[src/rtl/lsum_pkg.sv]
package lsum_pkg;
    localparam int LSUM_W = 8;

    typedef enum logic [1:0] {
        ST_IDLE = 2'd0,
        ST_VAL  = 2'd1,
        ST_PTR  = 2'd2
    } lsum_state_e;

    typedef struct packed {
        lsum_state_e state;
        logic        done;
    } lsum_ctrl_t;
endpackage

[src/rtl/lsum_ctrl.sv]
module lsum_ctrl
    import lsum_pkg::*;
(
    input  logic clk,
    input  logic rst_n,
    input  logic start,
    input  logic ptr_zero,
    output logic clear,
    output logic load_sum,
    output logic load_next,
    output logic finish,
    output logic sel_ptr,
    output logic done
);
    lsum_ctrl_t ctl_d, ctl_q;

    always_comb begin
        ctl_d     = ctl_q;
        clear     = 1'b0;
        load_sum  = 1'b0;
        load_next = 1'b0;
        finish    = 1'b0;
        sel_ptr   = 1'b0;
        if (start) begin
            clear       = 1'b1;
            ctl_d.state = ST_VAL;
            ctl_d.done  = 1'b0;
        end else begin
            case (ctl_q.state)
                ST_VAL: begin
                    load_sum    = 1'b1;
                    ctl_d.state = ST_PTR;
                end
                ST_PTR: begin
                    sel_ptr   = 1'b1;
                    load_next = 1'b1;
                    if (ptr_zero) begin
                        finish      = 1'b1;
                        ctl_d.done  = 1'b1;
                        ctl_d.state = ST_IDLE;
                    end else begin
                        ctl_d.state = ST_VAL;
                    end
                end
                default: ctl_d.state = ST_IDLE;
            endcase
        end
    end

    always_ff @(posedge clk or negedge rst_n) begin
        if (!rst_n) begin
            ctl_q.state <= ST_IDLE;
            ctl_q.done  <= 1'b0;
        end else begin
            ctl_q <= ctl_d;
        end
    end

    assign done = ctl_q.done;

    // a start always launches a value fetch with done cleared
    p_launch_r2: assert property (@(posedge clk) disable iff (!rst_n)
        start |=> (ctl_q.state == ST_VAL && !done));

    // a value fetch is always followed by a link fetch
    p_alternate_r4: assert property (@(posedge clk) disable iff (!rst_n)
        (ctl_q.state == ST_VAL && !start) |=> (ctl_q.state == ST_PTR));

    // never load the total and the pointer from the same read
    p_one_access_r4: assert property (@(posedge clk) disable iff (!rst_n)
        $onehot0({load_sum, load_next}));

    // a zero link ends the walk
    p_stop_on_null_r5: assert property (@(posedge clk) disable iff (!rst_n)
        (ctl_q.state == ST_PTR && !start && ptr_zero) |=> (done && ctl_q.state == ST_IDLE));
endmodule

[src/rtl/lsum_datapath.sv]
module lsum_datapath #(
    parameter int W = lsum_pkg::LSUM_W
) (
    input  logic         clk,
    input  logic         rst_n,
    input  logic         clear,
    input  logic         load_sum,
    input  logic         load_next,
    input  logic         finish,
    input  logic         sel_ptr,
    input  logic [W-1:0] mem_rdata,
    output logic [W-1:0] mem_addr,
    output logic         ptr_zero,
    output logic [W-1:0] result
);
    localparam logic [W-1:0] ONE = {{(W-1){1'b0}}, 1'b1};

    typedef struct packed {
        logic [W-1:0] next;
        logic [W-1:0] sum;
        logic [W-1:0] res;
    } dp_regs_t;

    dp_regs_t dp_d, dp_q;

    always_comb begin
        dp_d = dp_q;
        if (clear) begin
            dp_d.next = '0;
            dp_d.sum  = '0;
        end else begin
            if (load_sum)  dp_d.sum  = dp_q.sum + mem_rdata;
            if (load_next) dp_d.next = mem_rdata;
            if (finish)    dp_d.res  = dp_q.sum;
        end
    end

    always_ff @(posedge clk or negedge rst_n) begin
        if (!rst_n) begin
            dp_q <= '0;
        end else begin
            dp_q <= dp_d;
        end
    end

    assign mem_addr = sel_ptr ? dp_q.next : dp_q.next + ONE;
    assign ptr_zero = (mem_rdata == '0);
    assign result   = dp_q.res;

    // the published total moves only when a walk ends
    p_result_quiet_r9: assert property (@(posedge clk) disable iff (!rst_n)
        !finish |=> $stable(result));

    // the link read sits one byte below the preceding value read
    p_link_below_value_r4: assert property (@(posedge clk) disable iff (!rst_n)
        (load_sum && !clear) |=> (!sel_ptr || mem_addr == $past(mem_addr) - ONE));
endmodule

[src/rtl/list_sum_engine.sv]
module list_sum_engine (
    input  logic       clk,
    input  logic       rst_n,
    input  logic       start,
    output logic [7:0] mem_addr,
    input  logic [7:0] mem_rdata,
    output logic       done,
    output logic [7:0] result
);
    logic clear, load_sum, load_next, finish, sel_ptr, ptr_zero;

    lsum_ctrl u_ctrl (
        .clk       (clk),
        .rst_n     (rst_n),
        .start     (start),
        .ptr_zero  (ptr_zero),
        .clear     (clear),
        .load_sum  (load_sum),
        .load_next (load_next),
        .finish    (finish),
        .sel_ptr   (sel_ptr),
        .done      (done)
    );

    lsum_datapath #(.W(8)) u_dp (
        .clk       (clk),
        .rst_n     (rst_n),
        .clear     (clear),
        .load_sum  (load_sum),
        .load_next (load_next),
        .finish    (finish),
        .sel_ptr   (sel_ptr),
        .mem_rdata (mem_rdata),
        .mem_addr  (mem_addr),
        .ptr_zero  (ptr_zero),
        .result    (result)
    );

    // completion and its total persist until the next start
    p_done_hold_r6: assert property (@(posedge clk) disable iff (!rst_n)
        (done && !start) |=> (done && $stable(result)));
endmodule

[config.mk]
export PLATFORM = sky130hd
export DESIGN_NAME = list_sum_engine
export DESIGN_NICKNAME = d
export VERILOG_FILES = /design/src/rtl/lsum_pkg.sv /design/src/rtl/lsum_ctrl.sv /design/src/rtl/lsum_datapath.sv /design/src/rtl/list_sum_engine.sv
export SDC_FILE = /design/constraint.sdc
export NUM_CORES = 1
export LEC_CHECK = 0
export ABC_AREA = 1
export BUFFER_PORTS_ARGS = -buffer_cell sky130_fd_sc_hd__buf_2
export CAP_MARGIN = 10
export CORE_ASPECT_RATIO = 0.75
export CORE_UTILIZATION = 40
export CTS_CLUSTER_DIAMETER = 100
export CTS_CLUSTER_SIZE = 40
export DETAILED_ROUTE_END_ITERATION = 10
export GPL_ROUTABILITY_DRIVEN = 0
export GPL_TIMING_DRIVEN = 0
export MAX_ROUTING_LAYER = met4
export PLACE_DENSITY = 0.71
export SYNTH_ARGS = -nofsm -noshare
export SYNTH_HDL_FRONTEND = slang
export SYNTH_HIERARCHICAL = 1
export SYNTH_SLANG_ARGS = --single-unit
[constraint.sdc]
create_clock -name clk -period 2.75 [get_ports clk]
set_input_delay 0.825 -clock clk [delete_from_list [all_inputs] [get_ports clk]]
set_output_delay 0.825 -clock clk [all_outputs]
set_load 0.03 [all_outputs]
**Word level (Yosys, flattened, before mapping)**

Index checks and enable logic that the tools add are counted.

- Register bits: 27
- Bits in latches: 0
- RAM bits: 0
- Memory bits (read-only): 0
- Bits of input ports: 11
- Output and inout port bits: 17
- Memories: 0

- Add/subtract/negate cells: 2
- $mul: 0
- Div/mod/pow operators: 0
- $lt $le $gt $ge: 0
- Equality and inequality tests: 2
- Shift operators: 0
- Muxes and demuxes: 17
- Bitwise gates (word level): 1
- Reduce and logical (&&, ||, !) cells: 7

Operators by type and width:

| cell | count |
|---|---|
| two-way mux 8 bit | 3 |
| two-way mux 16 bit | 1 |
| two-way mux 1 bit | 11 |
| adder 8 x 1 -> 8 bit, second input constant | 1 |
| adder 8 bit | 1 |
| zero test 8 bit | 1 |
| nonzero test 2 bit | 4 |
| one-hot mux 2 bit (2 select lines) | 1 |
| AND reduction 2 bit | 2 |
| two-way mux 3 bit | 1 |
| == test 2 x 1 -> 1 bit, second input constant | 1 |
| == test 2 bit, second input constant | 1 |
| NOT 1 bit | 1 |

**Logic depth before layout (Yosys ltp)**

- Depth after elaboration: 5
- Mapped depth: 10
- Gate-level depth less buffers: 9

**By module**

Netlist, hierarchy kept.

By module, submodules not included:

| module | times used | cells an instance | area each (um^2) | sequential area each (um^2) |
|---|---|---|---|---|
| lsum_datapath | 1 | 178 | 1,482.7 | 600.6 |
| lsum_ctrl | 1 | 15 | 136.4 | 75.1 |

**Worst setup path before layout**

Ideal clock, no wire load.

- Path type: in2out
- Start point: input port start
- End point: output port mem_addr[5]
- Arrival time: 1.933 ns
- Required time: 1.925 ns
- Slack: -0.008 ns
- Stages: 6
- Path buffers: 1
- Path through: nor2_1 -> buf_4 -> inv_1 -> nand4_1 -> nor3_2 -> xor2_1

- Word-level cells in the longest chain between the ends: 2

RTL lines:

| element | RTL line | source |
|---|---|---|
| start: declaration | list_sum_engine.sv:4 | `input logic start,` |
| two-way mux 1 bit | lsum_ctrl.sv:24 | `if (start) begin` |
| via sel_ptr | list_sum_engine.sv:10 | `logic clear, load_sum, load_next, finish, sel_ptr, ptr_zero;` |
| two-way mux 8 bit | lsum_datapath.sv:46 | `assign mem_addr = sel_ptr ? dp_q.next : dp_q.next + ONE;` |
| end: declaration | list_sum_engine.sv:5 | `output logic [7:0] mem_addr,` |

The timed path passes the listed nets, and every way through them passes these cells.

**Final worst setup path**

- Start point: input port start
- End point: output port mem_addr[3]

- Word-level cells in the longest chain between the ends: 2

RTL lines:

| element | RTL line |
|---|---|
| two-way mux 1 bit | n/a |
| via load_next | list_sum_engine.sv:10 |
| two-way mux 8 bit | lsum_datapath.sv:46 |

The timed path passes the listed nets, and every way through them passes these cells.

==> impl_metrics.ini <==
[synth]
synth.area.top_cells = dfrtp_1 (42%), nand2_1 (9.3%), inv_1 (8.3%)
synth_fp_nets = 213
synth_commonest_cells = nand2_1 (40), inv_1 (36), dfrtp_1 (27), buf_4 (11)
synth_top_area_share_pct = 41.7
yosys.area.top_type = dfrtp_1
synth_edf_count = 0
netlist_area_um2 = 1620
synth_ff_type = dfrtp_1
ys_seq_elements = 27
netlist_instances = 193
avgSynthCellArea_um2 = 8.39
yosys_warnings = 6
synth.most_common_cell = nand2_1
synthArstFlopShare_pct = 100
yosysUniqueCellTypes = 26
seq_area_frac_synth_pct = 41.7

[finish]
area_growth_pct = 17.2
drive_gt1_share_pct = 26.8
antenna_cells = 0
final_cell_count_no_fill = 276
final_nets = 245
stdcell_area_um2 = 1900

[setup_path]
crit_arrival_ps = 1840
crit_fanout = 5
start_kind = primary input
r2r_cells = 8
cpPeakStageDelay_ps = 210
r2r-end = u_dp/dp_q[14]
crit_required_ps = 1930
critPathKind = in -> out
path_cells = buf_4 > nor2_4 > inv_4 > nand4_1 > buf_4 > xor2_1 > buf_2
cp_common_cell = buf_4
ff2ff_setup_slack_ps = 1080
slowest_stage = buf_2
rr_startpoint = u_dp/dp_q[8]
crit_path_end_kind = primary output

[route]
routed_wirelength_mm = 3.23
wire_per_inst_um = 11.7
vias_per_cell = 4.70
ant_nets = 0
dr_total_vias = 1296
drtIter0Drc = 73
drcViolationCount = 0
dr.pass1.iters = 4

[floorplanning]
start_util_pct = 43.1
die_h_um = 57.1
num_rows = 19
pin_count = 28
die_area_um2 = 4310
core_area_um2 = 3760
die_w_um = 75.5

[run_status]
status = complete, no violations

[placement]
portBuffers = 27
post-place-cells = 272
pre_cts_ws_ps = -194
placed_cell_area_um2 = 1830
dpl.hpwl_mm = 2.42

[timing]
worst_slack_ps = 85.6
hold_viol_final = 0
worstMarginPinSlew_ps = 609
fmax_mhz = 375
finalCriticalPeriod_ps = 2660
clock-skew-final_ps = 5.80
rsz0062_at_grt = false
fin_crit_sh_pct = 96.9
relSlewSlack_pct = 59.4
drv_slew = 0
setup_violations = 0

[min_path]
min_to = u_ctrl/done
min-delay-path-class = reg -> reg
hp-start = u_ctrl/done
min_path_cells = 2

[global_route]
grt_pass1_wl_mm = 5.33
grt_use_total_pct = 17.1
grt_max_degree = 28
antenna_found_initial = 0
grt_overflow = 0
grt_pass1_vias = 1151

[power_and_ir_drop]
ir_drop_v = 0.000448
p_leak_nw = 1.06
pwr_density_cell_nw_per_um2 = 506

[clock_network]
clock_latency_ps = 280
h-tree-depth = 1
cts_hold_buf = 0
cts_sinks = 27
cts_root_buf = clkbuf_8
max-clock-path-buffers = 2
cts_buffers = 3
cts_tree = done
clk_pin_slew_worst_paths_ps = 90

[run]
maxCapViolCount = 0
## worst max path at each step
stage | startpoint | endpoint | slack [ps]
floorplan | start | mem_addr[6] | 20
CTS | start | mem_addr[3] | 0.8
detailed placement | start | mem_addr[7] | -190
global placement | start | mem_addr[7] | -140
global route | start | mem_addr[3] | 20
finish | start | mem_addr[3] | 90
## flip-flops by register name, summed over array words and instances (netlist names)
signal and cells:
u_dp/dp_q 16, u_dp/result 8, u_ctrl/ctl_q 2, u_ctrl/done 1
## critical path: cells and delay by family
kind                   cells  cell delay, ps
XOR/XNOR                   1             140
buffers and inverters      4             540
AND/OR/NAND/NOR            2             320
## cell families after synthesis
| logic type | share of synthesized area (%) |
|---|---|
| AND/OR/NAND/NOR | 20.7 |
| buffers and inverters | 14.6 |
| flip-flops | 41.7 |
| AO/OA/AOI/OAI | 9.12 |
| adder cells (fa/ha/maj) | 7.42 |
| XOR/XNOR | 4.33 |
| multiplexers | 2.09 |
## timing repair
action	CTS	global route
resized for setup	7	1
setup buffers	1	0
endpoints found under the setup margin	3	3
pin swaps	3	1
## area by class of cell
type	instances	area (um2)
Multi-Input combinational cell	116	728
Buffer	11	86.3
Inverter	38	145
Clock inverter	1	5.00
Clock buffer	3	41.3
Tap cell	52	65.1
Timing Repair Buffer	28	151
Sequential cell	27	676
Fill cell	381	1860
## power by group
group	leakage, nW	total [mW]	internal [mW]	switching (mW)
clock	0.0255	0.229	0.102	0.127
sequential	0.365	0.454	0.430	0.0242
combinational	0.667	0.277	0.107	0.169
total	1.06	0.960	0.639	0.321
## cell usage in the layout, fill, tap and decap left out
cell type	count
o21ai_0	9
xnor2_1	2
xor2_2	1
nor2_1	4
nand3b_1	3
mux2_2	3
buf_2	25
ha_1	8
clkbuf_8	3
a21oi_1	3
o22ai_1	9
a21oi_2	1
o21ai_1	1
inv_2	2
nor3_1	2
buf_6	2
clkinv_2	1
nor2_4	3
fa_1	1
inv_4	1
nand3_1	9
xor2_1	5
buf_4	12
nand2_2	1
o21ai_2	2
dfrtp_1	27
nand2_1	40
nand4_1	6
or2_2	2
nor3_4	1
inv_1	35
## per-layer routing
layer	track usage (%)	vias to the layer above	share of wire (%)
met5	-	-	0
met3	4.24	2	5.9
met1	24.7	588	48
li1	-	669	-
met2	24.9	37	45
met4	2.38	0	0.40
## per-stage QoR
stage          setup TNS, ps  hold WS, ps  total power, mW  util [%]
3_3_place_gp            -256          470            0.724      48.6
4_1_cts                    0          495            0.970      50.4
2_1_floorplan              0          454            0.666         -
6_report                   0          490            0.960      50.5
5_1_grt                    0          513             1.03      50.5
3_5_place_dp            -395          471            0.734      48.6
Power figures use the tool's default switching activity.
